`config.mk`:
```
export PLATFORM = sky130hd
export DESIGN_NAME = hdm_window_decoder
export DESIGN_NICKNAME = d
export VERILOG_FILES = /design/src/rtl/hdm_pkg.sv /design/src/rtl/hdm_cfg_regs.sv /design/src/rtl/hdm_xlate.sv /design/src/rtl/hdm_rsp_stage.sv /design/src/rtl/hdm_window_decoder.sv
export SDC_FILE = /design/constraint.sdc
export NUM_CORES = 1
export LEC_CHECK = 0
export BUFFER_PORTS_ARGS = -buffer_cell sky130_fd_sc_hd__buf_2
export CORE_MARGIN = 3
export CORE_UTILIZATION = 40
export DETAILED_ROUTE_END_ITERATION = 10
export HOLD_SLACK_MARGIN = 0.05
export PLACE_DENSITY = 0.67
export SLEW_MARGIN = 20
export SYNTH_ARGS = -nofsm -noshare
export SYNTH_HDL_FRONTEND = slang
export SYNTH_SLANG_ARGS = --single-unit
```
`constraint.sdc`:
```
create_clock -name clk_i -period 7.7 [get_ports clk_i]
set_input_delay 2.31 -clock clk_i [delete_from_list [all_inputs] [get_ports clk_i]]
set_output_delay 2.31 -clock clk_i [all_outputs]
set_load 0.05 [all_outputs]
```
`src/rtl/hdm_pkg.sv`:
```
package hdm_pkg;
  localparam int unsigned GRAN_LOG2 = 8;

  typedef enum logic [2:0] {
    SEL_START_LO = 3'd0,
    SEL_START_HI = 3'd1,
    SEL_LEN_LO   = 3'd2,
    SEL_LEN_HI   = 3'd3,
    SEL_CTRL     = 3'd4
  } cfg_sel_e;

  localparam int unsigned CTRL_G_LSB     = 0;
  localparam int unsigned CTRL_W_LSB     = 4;
  localparam int unsigned CTRL_COMMIT    = 9;
  localparam int unsigned CTRL_COMMITTED = 10;
  localparam int unsigned CTRL_ERR       = 11;
endpackage

```
`src/rtl/hdm_cfg_regs.sv`:
```
module hdm_cfg_regs
  import hdm_pkg::*;
#(
  parameter int unsigned REG_W = 32,
  parameter int unsigned G_W   = 4,
  parameter int unsigned W_W   = 4,
  localparam int unsigned AW   = 2 * REG_W
) (
  input  logic             clk_i,
  input  logic             rst_ni,
  input  logic             we_i,
  input  logic [2:0]       sel_i,
  input  logic [REG_W-1:0] wdata_i,
  output logic [AW-1:0]    start_o,
  output logic [AW-1:0]    len_o,
  output logic [G_W-1:0]   gran_o,
  output logic [W_W-1:0]   ways_o,
  output logic [REG_W-1:0] ctrl_o
);
  logic [REG_W-1:0] start_q [2];
  logic [REG_W-1:0] len_q   [2];
  logic [REG_W-1:0] ctrl_q, ctrl_d;

  // commit handshake folded into the stored value
  always_comb begin
    ctrl_d = wdata_i;
    if (wdata_i[CTRL_COMMIT]) begin
      ctrl_d[CTRL_COMMIT]    = 1'b0;
      ctrl_d[CTRL_ERR]       = 1'b0;
      ctrl_d[CTRL_COMMITTED] = 1'b1;
    end else begin
      ctrl_d[CTRL_COMMITTED] = ctrl_q[CTRL_COMMITTED];
    end
  end

  for (genvar h = 0; h < 2; h++) begin : g_half
    always_ff @(posedge clk_i or negedge rst_ni) begin
      if (!rst_ni) begin
        start_q[h] <= '0;
        len_q[h]   <= '0;
      end else if (we_i) begin
        if (sel_i == 3'(h))     start_q[h] <= wdata_i;
        if (sel_i == 3'(h + 2)) len_q[h]   <= wdata_i;
      end
    end
  end

  always_ff @(posedge clk_i or negedge rst_ni) begin
    if (!rst_ni)                        ctrl_q <= '0;
    else if (we_i && sel_i == SEL_CTRL) ctrl_q <= ctrl_d;
  end

  assign start_o = {start_q[1], start_q[0]};
  assign len_o   = {len_q[1], len_q[0]};
  assign gran_o  = ctrl_q[CTRL_G_LSB +: G_W];
  assign ways_o  = ctrl_q[CTRL_W_LSB +: W_W];
  assign ctrl_o  = ctrl_q;
endmodule

```
`src/rtl/hdm_xlate.sv`:
```
module hdm_xlate
  import hdm_pkg::*;
#(
  parameter int unsigned AW  = 64,
  parameter int unsigned G_W = 4,
  parameter int unsigned W_W = 4,
  localparam int unsigned SH_W = $clog2(AW) + 1
) (
  input  logic [AW-1:0]  addr_i,
  input  logic [AW-1:0]  start_i,
  input  logic [AW-1:0]  len_i,
  input  logic [G_W-1:0] gran_i,
  input  logic [W_W-1:0] ways_i,
  output logic           hit_o,
  output logic [AW-1:0]  dpa_o
);
  logic [AW-1:0]   offset;
  logic [SH_W-1:0] keep_sh, cut_sh;
  logic [AW-1:0]   low_mask, high_mask;

  assign offset    = addr_i - start_i;
  assign hit_o     = (addr_i >= start_i) && (offset < len_i);
  assign keep_sh   = SH_W'(GRAN_LOG2) + SH_W'(gran_i);
  assign cut_sh    = keep_sh + SH_W'(ways_i);
  assign low_mask  = ~({AW{1'b1}} << keep_sh);
  assign high_mask = {AW{1'b1}} << cut_sh;
  // way-select bits between keep_sh and cut_sh are squeezed out
  assign dpa_o     = (offset & low_mask) | ((offset & high_mask) >> ways_i);
endmodule

```
`src/rtl/hdm_rsp_stage.sv`:
```
module hdm_rsp_stage #(
  parameter int unsigned AW = 64,
  parameter logic [AW-1:0] CAP = '1
) (
  input  logic          clk_i,
  input  logic          rst_ni,
  input  logic          valid_i,
  input  logic          write_i,
  input  logic          hit_i,
  input  logic [AW-1:0] dpa_i,
  output logic          valid_o,
  output logic          write_o,
  output logic          hit_o,
  output logic          bound_fail_o,
  output logic          err_o,
  output logic [AW-1:0] dpa_o
);
  logic          bf_d, err_d;
  logic [AW-1:0] dpa_d;

  assign bf_d  = hit_i && (dpa_i > CAP);
  assign dpa_d = hit_i ? dpa_i : '0;
  assign err_d = !write_i && (!hit_i || bf_d);

  always_ff @(posedge clk_i or negedge rst_ni) begin
    if (!rst_ni) begin
      valid_o      <= 1'b0;
      write_o      <= 1'b0;
      hit_o        <= 1'b0;
      bound_fail_o <= 1'b0;
      err_o        <= 1'b0;
      dpa_o        <= '0;
    end else begin
      valid_o      <= valid_i;
      write_o      <= write_i;
      hit_o        <= hit_i;
      bound_fail_o <= bf_d;
      err_o        <= err_d;
      dpa_o        <= dpa_d;
    end
  end
endmodule

```
`src/rtl/hdm_window_decoder.sv`:
```
module hdm_window_decoder #(
  parameter int unsigned REG_W   = 32,
  parameter int unsigned G_W     = 4,
  parameter int unsigned W_W     = 4,
  parameter logic [63:0] DEV_CAP = 64'h0000_0001_0000_0000,
  localparam int unsigned AW     = 2 * REG_W
) (
  input  logic             clk_i,
  input  logic             rst_ni,
  input  logic             cfg_we_i,
  input  logic [2:0]       cfg_sel_i,
  input  logic [REG_W-1:0] cfg_wdata_i,
  output logic [REG_W-1:0] ctrl_o,
  input  logic             req_valid_i,
  input  logic             req_write_i,
  input  logic [AW-1:0]    req_addr_i,
  output logic             rsp_valid_o,
  output logic             rsp_write_o,
  output logic             rsp_hit_o,
  output logic             rsp_bound_fail_o,
  output logic             rsp_err_o,
  output logic [AW-1:0]    rsp_dpa_o
);
  logic [AW-1:0]  start, len, raw_dpa;
  logic [G_W-1:0] gran;
  logic [W_W-1:0] ways;
  logic           raw_hit;

  hdm_cfg_regs #(.REG_W(REG_W), .G_W(G_W), .W_W(W_W)) u_regs (
    .clk_i   (clk_i),
    .rst_ni  (rst_ni),
    .we_i    (cfg_we_i),
    .sel_i   (cfg_sel_i),
    .wdata_i (cfg_wdata_i),
    .start_o (start),
    .len_o   (len),
    .gran_o  (gran),
    .ways_o  (ways),
    .ctrl_o  (ctrl_o)
  );

  hdm_xlate #(.AW(AW), .G_W(G_W), .W_W(W_W)) u_xlate (
    .addr_i  (req_addr_i),
    .start_i (start),
    .len_i   (len),
    .gran_i  (gran),
    .ways_i  (ways),
    .hit_o   (raw_hit),
    .dpa_o   (raw_dpa)
  );

  hdm_rsp_stage #(.AW(AW), .CAP(AW'(DEV_CAP))) u_rsp (
    .clk_i        (clk_i),
    .rst_ni       (rst_ni),
    .valid_i      (req_valid_i),
    .write_i      (req_write_i),
    .hit_i        (raw_hit),
    .dpa_i        (raw_dpa),
    .valid_o      (rsp_valid_o),
    .write_o      (rsp_write_o),
    .hit_o        (rsp_hit_o),
    .bound_fail_o (rsp_bound_fail_o),
    .err_o        (rsp_err_o),
    .dpa_o        (rsp_dpa_o)
  );
endmodule

```
# [Word level (Yosys, flattened, before mapping)]
# Cells that the tools add are included.
[totals] reg_bits=228 latchBits=0 mem_bits_rw=0 mem_bits_ro=0 input_bits=104 out_inout_bits=101 memories=0
[classes] n_addsub=3 n_mul=0 div=0 n_lt_le_gt_ge=3 eq_ne=4 n_shift=3 muxes=2 n_bitwise=4 n_reduce_logical=13
[op_table] operator="bitwise AND 64 bit" count=2
[op_table] operator="left shift 64 x 7 -> 64 bit, first input constant" count=2
[op_table] operator="greater-or-equal comparator 64 bit" count=1
[op_table] operator="greater-than comparator 64 x 33 -> 1 bit, second input constant" count=1
[op_table] operator="less-than comparator 64 bit" count=1
[op_table] operator="two-way mux 64 bit" count=1
[op_table] operator="NOT 64 bit" count=1
[op_table] operator="bitwise OR 64 bit" count=1
[op_table] operator="right shift 64 x 4 -> 64 bit" count=1
[op_table] operator="subtractor 64 bit" count=1
[op_table] operator="AND reduction 2 bit" count=5
[op_table] operator="adder 7 x 4 -> 7 bit" count=1
[op_table] operator="== test 3 x 2 -> 1 bit, second input constant" count=2
[op_table] operator="adder 4 x 4 -> 5 bit, first input constant" count=1
[op_table] operator="logical AND 1 bit" count=4
[op_table] operator="== test 3 x 1 -> 1 bit, second input constant" count=1
[op_table] operator="== test 3 bit, second input constant" count=1
[op_table] operator="logical NOT 3 bit" count=1
[op_table] operator="logical NOT 1 bit" count=2
[op_table] operator="logical OR 1 bit" count=1
[op_table] operator="two-way mux 1 bit" count=1

# [Longest topological paths before layout]
[logic_depth] ltp_word=10 ltp_mapped=27 depth_no_buf=24

# [Cells and area by module]
# Synthesis repeated with hierarchy kept, for this count alone.
[hier_totals] hier_cells=2372 hier_area_um2=20185.6
[modules_own_cells] mod="hdm_xlate" n_inst=1 cells_each=1854 area_each_um2=11782.6
[modules_own_cells] mod="hdm_cfg_regs" n_inst=1 cells_each=351 area_each_um2=6068.3
[modules_own_cells] mod="hdm_rsp_stage" n_inst=1 cells_each=167 area_each_um2=2334.7

# [Worst setup path after synthesis]
# Ideal clock, no wire load.
[synth_path] kind="input to register" from="input port req_addr_i[0]" to="register u_rsp.dpa_o[36]" setup_time_ns=0.133 t_arrival_ns=6.572 required_ns=7.567 slack_ns=0.994 cell_stages=24 n_path_buf=2 cell_sequence="inv_1 > ha_1 > fa_1 > nand2b_1 > a21oi_1 > a221oi_1 > or3_4 > a211oi_2 > o211ai_1 > a21bo_2 > and2_1 > ha_1 > nor2b_1 > o21ai_0 > nand2b_1 > a21o_1 > a21oi_1 > or3_1 > nand4_1 > a31oi_1 > o211ai_1 > clkbuf_1 > buf_1 > nor2_1"
[synth_between] elab_chain_cells=5 elab_cells_between_ends=9 cone_classes="add/sub: 1; order compare: 2; shift: 1; mux: 1; bitwise: 3; reduce/logical: 1"
[synth_lines] element="start, declared" line_no="hdm_window_decoder.sv:16" source="input logic [AW-1:0] req_addr_i,"
[synth_lines] element="parallel branches: the longest is 4 deep, another holds subtractor 64 bit"
[synth_lines] element="two-way mux 64 bit (*)" line_no="hdm_rsp_stage.sv:22" source="assign dpa_d = hit_i ? dpa_i : '0;"
[synth_lines] element="named net u_rsp.dpa_d[36]" line_no="hdm_rsp_stage.sv:19" source="logic [AW-1:0] dpa_d;"
[synth_lines] element="end signal, assigned" line_no="hdm_rsp_stage.sv:39" source="dpa_o <= dpa_d;"
[synth_lines] element="end, declared" line_no="hdm_rsp_stage.sv:16" source="output logic [AW-1:0] dpa_o"
# Mark *: on every way through the listed nets, which the timed path passes.
# A chain may end at the register's enable or synchronous reset.

# [Worst setup path after layout]
[layout_path] from="input port req_addr_i[30]" to="register u_rsp.err_o"
[layout_between] elab_chain_cells=8 elab_cells_between_ends=13 cone_classes="add/sub: 1; order compare: 3; shift: 1; bitwise: 3; reduce/logical: 5"
[layout_lines] element="subtractor 64 bit" line_no="hdm_xlate.sv:21" source="assign offset = addr_i - start_i;"
[layout_lines] element="bitwise AND 64 bit" line_no="hdm_xlate.sv:28" source="assign dpa_o = (offset & low_mask) | ((offset & high_mask) >> ways_i);"
[layout_lines] element="right shift 64 x 4 -> 64 bit" line_no="hdm_xlate.sv:28"
[layout_lines] element="bitwise OR 64 bit" line_no="hdm_xlate.sv:28"
[layout_lines] element="greater-than comparator 64 x 33 -> 1 bit" line_no="hdm_rsp_stage.sv:21" source="assign bf_d = hit_i && (dpa_i > CAP);"
[layout_lines] element="logical AND 1 bit" line_no="hdm_rsp_stage.sv:21"
[layout_lines] element="logical OR 1 bit (*)" line_no="hdm_rsp_stage.sv:23" source="assign err_d = !write_i && (!hit_i || bf_d);"
[layout_lines] element="logical AND 1 bit (*)" line_no="hdm_rsp_stage.sv:23"
[layout_lines] element="named net u_rsp.err_d" line_no="hdm_rsp_stage.sv:18" source="logic bf_d, err_d;"
[layout_lines] element="end signal, assigned" line_no="hdm_rsp_stage.sv:38" source="err_o <= err_d;"
[layout_lines] element="end, declared" line_no="hdm_rsp_stage.sv:15" source="output logic err_o,"
# Mark *: on every way through the listed nets, which the timed path passes. The rest lies on a longest branch.

==> impl_metrics.json <==
{
  "clock_path_buffers": 3,
  "clk_latency_ps": 590,
  "holdPathStages": 1,
  "timing.rr.start": "u_regs.ctrl_o[4]",
  "arrival_ps": 7510,
  "seq_area_mm2": 0.00571,
  "fmax_mhz": 141,
  "antenna_left": 0,
  "nNetsFinal": 3033,
  "die-area_mm2": 0.0537,
  "tightest_slew_ps": 1300,
  "power_mw": 9.14,
  "rsz0062_at_grt": "false",
  "gp_congestion": 1.01,
  "vdd_drop_max_uv": 213,
  "path_cells": "buf_2 > ha_1 > nand4_1 > or4_1 > nor3b_1 > a2111oi_0 > o311ai_0 > nand3_1 > nor2_1 > a221o_1 > nor4_1 > or3b_2 > o41ai_1 > a41oi_1",
  "antenna_found_initial": 3,
  "leakage_nw": 10.6,
  "synth_seq_cells": 228,
  "status": "completed",
  "htree_num_levels": 1,
  "crit_required_ps": 8120,
  "grt_start_max_net_pins": 121,
  "setup_tns_ps": 0,
  "cts_resized": 0,
  "syn_to_final_growth_pct": 16.0,
  "synth_area_per_cell_um2": 7.88,
  "holdCritPathClass": "reg -> reg",
  "skew_ps": 25.2,
  "root_buffer": "clkbuf_16",
  "netlist_area_mm2": 0.0204,
  "rr_endpoint": "u_rsp.err_o",
  "cts_setup_buffers": 0,
  "vias": 22378,
  "layout.cells.most_common": "nand2_1",
  "setup_viol": 0,
  "fillers": 5085,
  "cpMaxStageDelayCell": "a2111oi_0",
  "dpl.hpwl_um": 76700,
  "holdBufCountCts": 0,
  "finalMaxSlewViolations": 0,
  "drc": 0,
  "routedWlPerCell_um": 27.5,
  "ys_types": 97,
  "grt.overflow.total": 0,
  "most-common-layout-cells": "nand2_1 (300), nor2_1 (247), dfrtp_1 (224), o21ai_0 (222), buf_2 (202)",
  "rr_worst_depth": 17,
  "post-place-cells": 3438,
  "drive_gt1_share_pct": 18.8,
  "fp.dieH_um": 232,
  "min_to": "u_regs.ctrl_o[10]",
  "slowest_delay_ps": 850,
  "wirelength_um": 95700,
  "power_density_mw_per_mm2": 387,
  "clk_pin_slew_ps": 60,
  "synthFlopType": "dfrtp_1",
  "critPathLaunchType": "input pin",
  "syn_inst": 2585,
  "cts_tree": "done",
  "reg2reg_setup_slack_ps": 1570,
  "ys_warn_count": 0,
  "fp-row-count": 82,
  "grt_pass1_vias": 21063,
  "synth-async-reset-ratio_pct": 100,
  "cts-buffers-inserted": 27,
  "io_pins": 205,
  "io_buffers": 203,
  "end_kind": "flip-flop",
  "worstPathMaxFanout": 9,
  "drt_first_iter_violations": 2966,
  "num_antenna_cells": 0,
  "synth_edf_count": 0,
  "drtPass1Iterations": 6,
  "crit_family": "simple AND/OR/NAND/NOR gates",
  "die_x_um": 232,
  "coreArea_mm2": 0.0503,
  "post-route-period-util_pct": 92.1,
  "critPathBufInv": 1,
  "final_cells": 3487,
  "worst_hold_startpoint": "u_regs.ctrl_o[10]",
  "hold_violations": 0,
  "viasPerCell": 6.42,
  "grt_usage_pct": 34.8,
  "finalWorstPathRequiredPeriod_ps": 7090,
  "multi_input_area_mm2": 0.0135,
  "max_cap_violations": 0,
  "initial_core_util_pct": 40.5,
  "slew_headroom_pct": 12.9,
  "grt_pass1_wl_um": 139000,
  "yosysSeqAreaShare_pct": 28.0,
  "critPathKind": "in -> reg",
  "fin_util_pct": 47.0,
  "syn_nets": 2823,
  "cts_num_sinks": 228
}
-- metal layers --
layer	vias up	share of wire [%]	wire [um]	GRT usage, %
met5	-	0.024	23	0
met3	181	8.8	8410	4.04
li1	9990	-	-	-
met1	10950	44	41800	50.5
met2	1253	43	41100	53.1
met4	4	4.6	4370	12.7
-- worst reg2reg max path: cells and delay by family (launching register included) --
family | cells | cell delay [ps]
buf+inv | 1 | 170
flops | 1 | 610
simple gates | 7 | 2170
compound gates | 7 | 2220
fa+ha+maj | 2 | 780
-- worst max-delay path by stage --
stage | slack, ps | endpoint | depth (start not counted) | start
6_report | 610 | u_rsp.err_o | 14 | req_addr_i[30]
2_1_floorplan | 990 | u_rsp.dpa_o[36] | 24 | req_addr_i[0]
3_5_place_dp | 210 | u_rsp.err_o | 19 | req_addr_i[6]
3_3_place_gp | 270 | u_rsp.err_o | 19 | req_addr_i[6]
4_1_cts | 810 | u_rsp.err_o | 19 | req_addr_i[6]
5_1_grt | 400 | u_rsp.dpa_o[57] | 27 | req_addr_i[0]
-- state kept, by name (all words and copies together), names as in the netlist --
signal              flops
u_rsp.dpa_o            64
u_rsp.err_o             1
u_rsp.valid_o           1
u_rsp.hit_o             1
u_regs.start_o         64
u_regs.ctrl_o          31
u_rsp.write_o           1
u_regs.len_o           64
u_rsp.bound_fail_o      1
-- cell type report --
class,instances,share of cell area (%)
multi-input combinational,2042,57.1
sequential,228,24.2
timing repair buffer,331,8.57
tap,672,3.56
clock buffer,33,3.00
inverter,165,2.62
clock inverter,16,1.04
-- metrics by stage --
step | hold WS, ps | setup WS, ps | instance area (um2)
2_1_floorplan | 479 | 994 | 20400
3_3_place_gp | 434 | 271 | 22700
3_5_place_dp | 459 | 214 | 22700
4_1_cts | 472 | 810 | 23600
5_1_grt | 489 | 405 | 23600
6_report | 461 | 606 | 23600
-- power by group --
| part | switching (mW) | internal [mW] |
|---|---|---|
| logic | 4.15 | 1.99 |
| clock network | 0.544 | 0.855 |
| registers | 0.115 | 1.49 |
| total | 4.81 | 4.33 |
-- cells in the mapped netlist (20+ instances only) --
cell type | number | area [um2]
a211oi_1 | 36 | 270
a21o_1 | 41 | 308
a21oi_1 | 151 | 756
a31oi_1 | 26 | 163
and2_1 | 28 | 175
buf_2 | 22 | 110
clkbuf_1 | 109 | 409
dfrtp_1 | 228 | 5710
ha_1 | 132 | 1650
inv_1 | 164 | 616
mux2_2 | 74 | 833
mux2i_1 | 39 | 390
nand2_1 | 300 | 1130
nand3_1 | 53 | 265
nand4_1 | 67 | 419
nor2_1 | 249 | 935
nor2b_1 | 30 | 188
nor3_1 | 42 | 210
nor4_1 | 20 | 125
o211ai_1 | 20 | 150
o21a_1 | 23 | 173
o21ai_0 | 222 | 1110
o22ai_1 | 20 | 125
or3_1 | 22 | 138
-- logic make-up (layout without fill, tap and decap cells) --
group	count (synthesis)	after routing	synth area share, %
adders and majority gates	134	134	8.30
other	1	1	0.0184
xor gates and xnor gates	29	29	1.25
buffers and inverters	315	545	5.96
and+or+nand+nor	932	932	22.2
muxes	121	121	6.89
AOI/OAI and AO/OA	825	825	27.3
DFF	228	228	28.0
No activity file was read; power rests on OpenSTA's default activity.
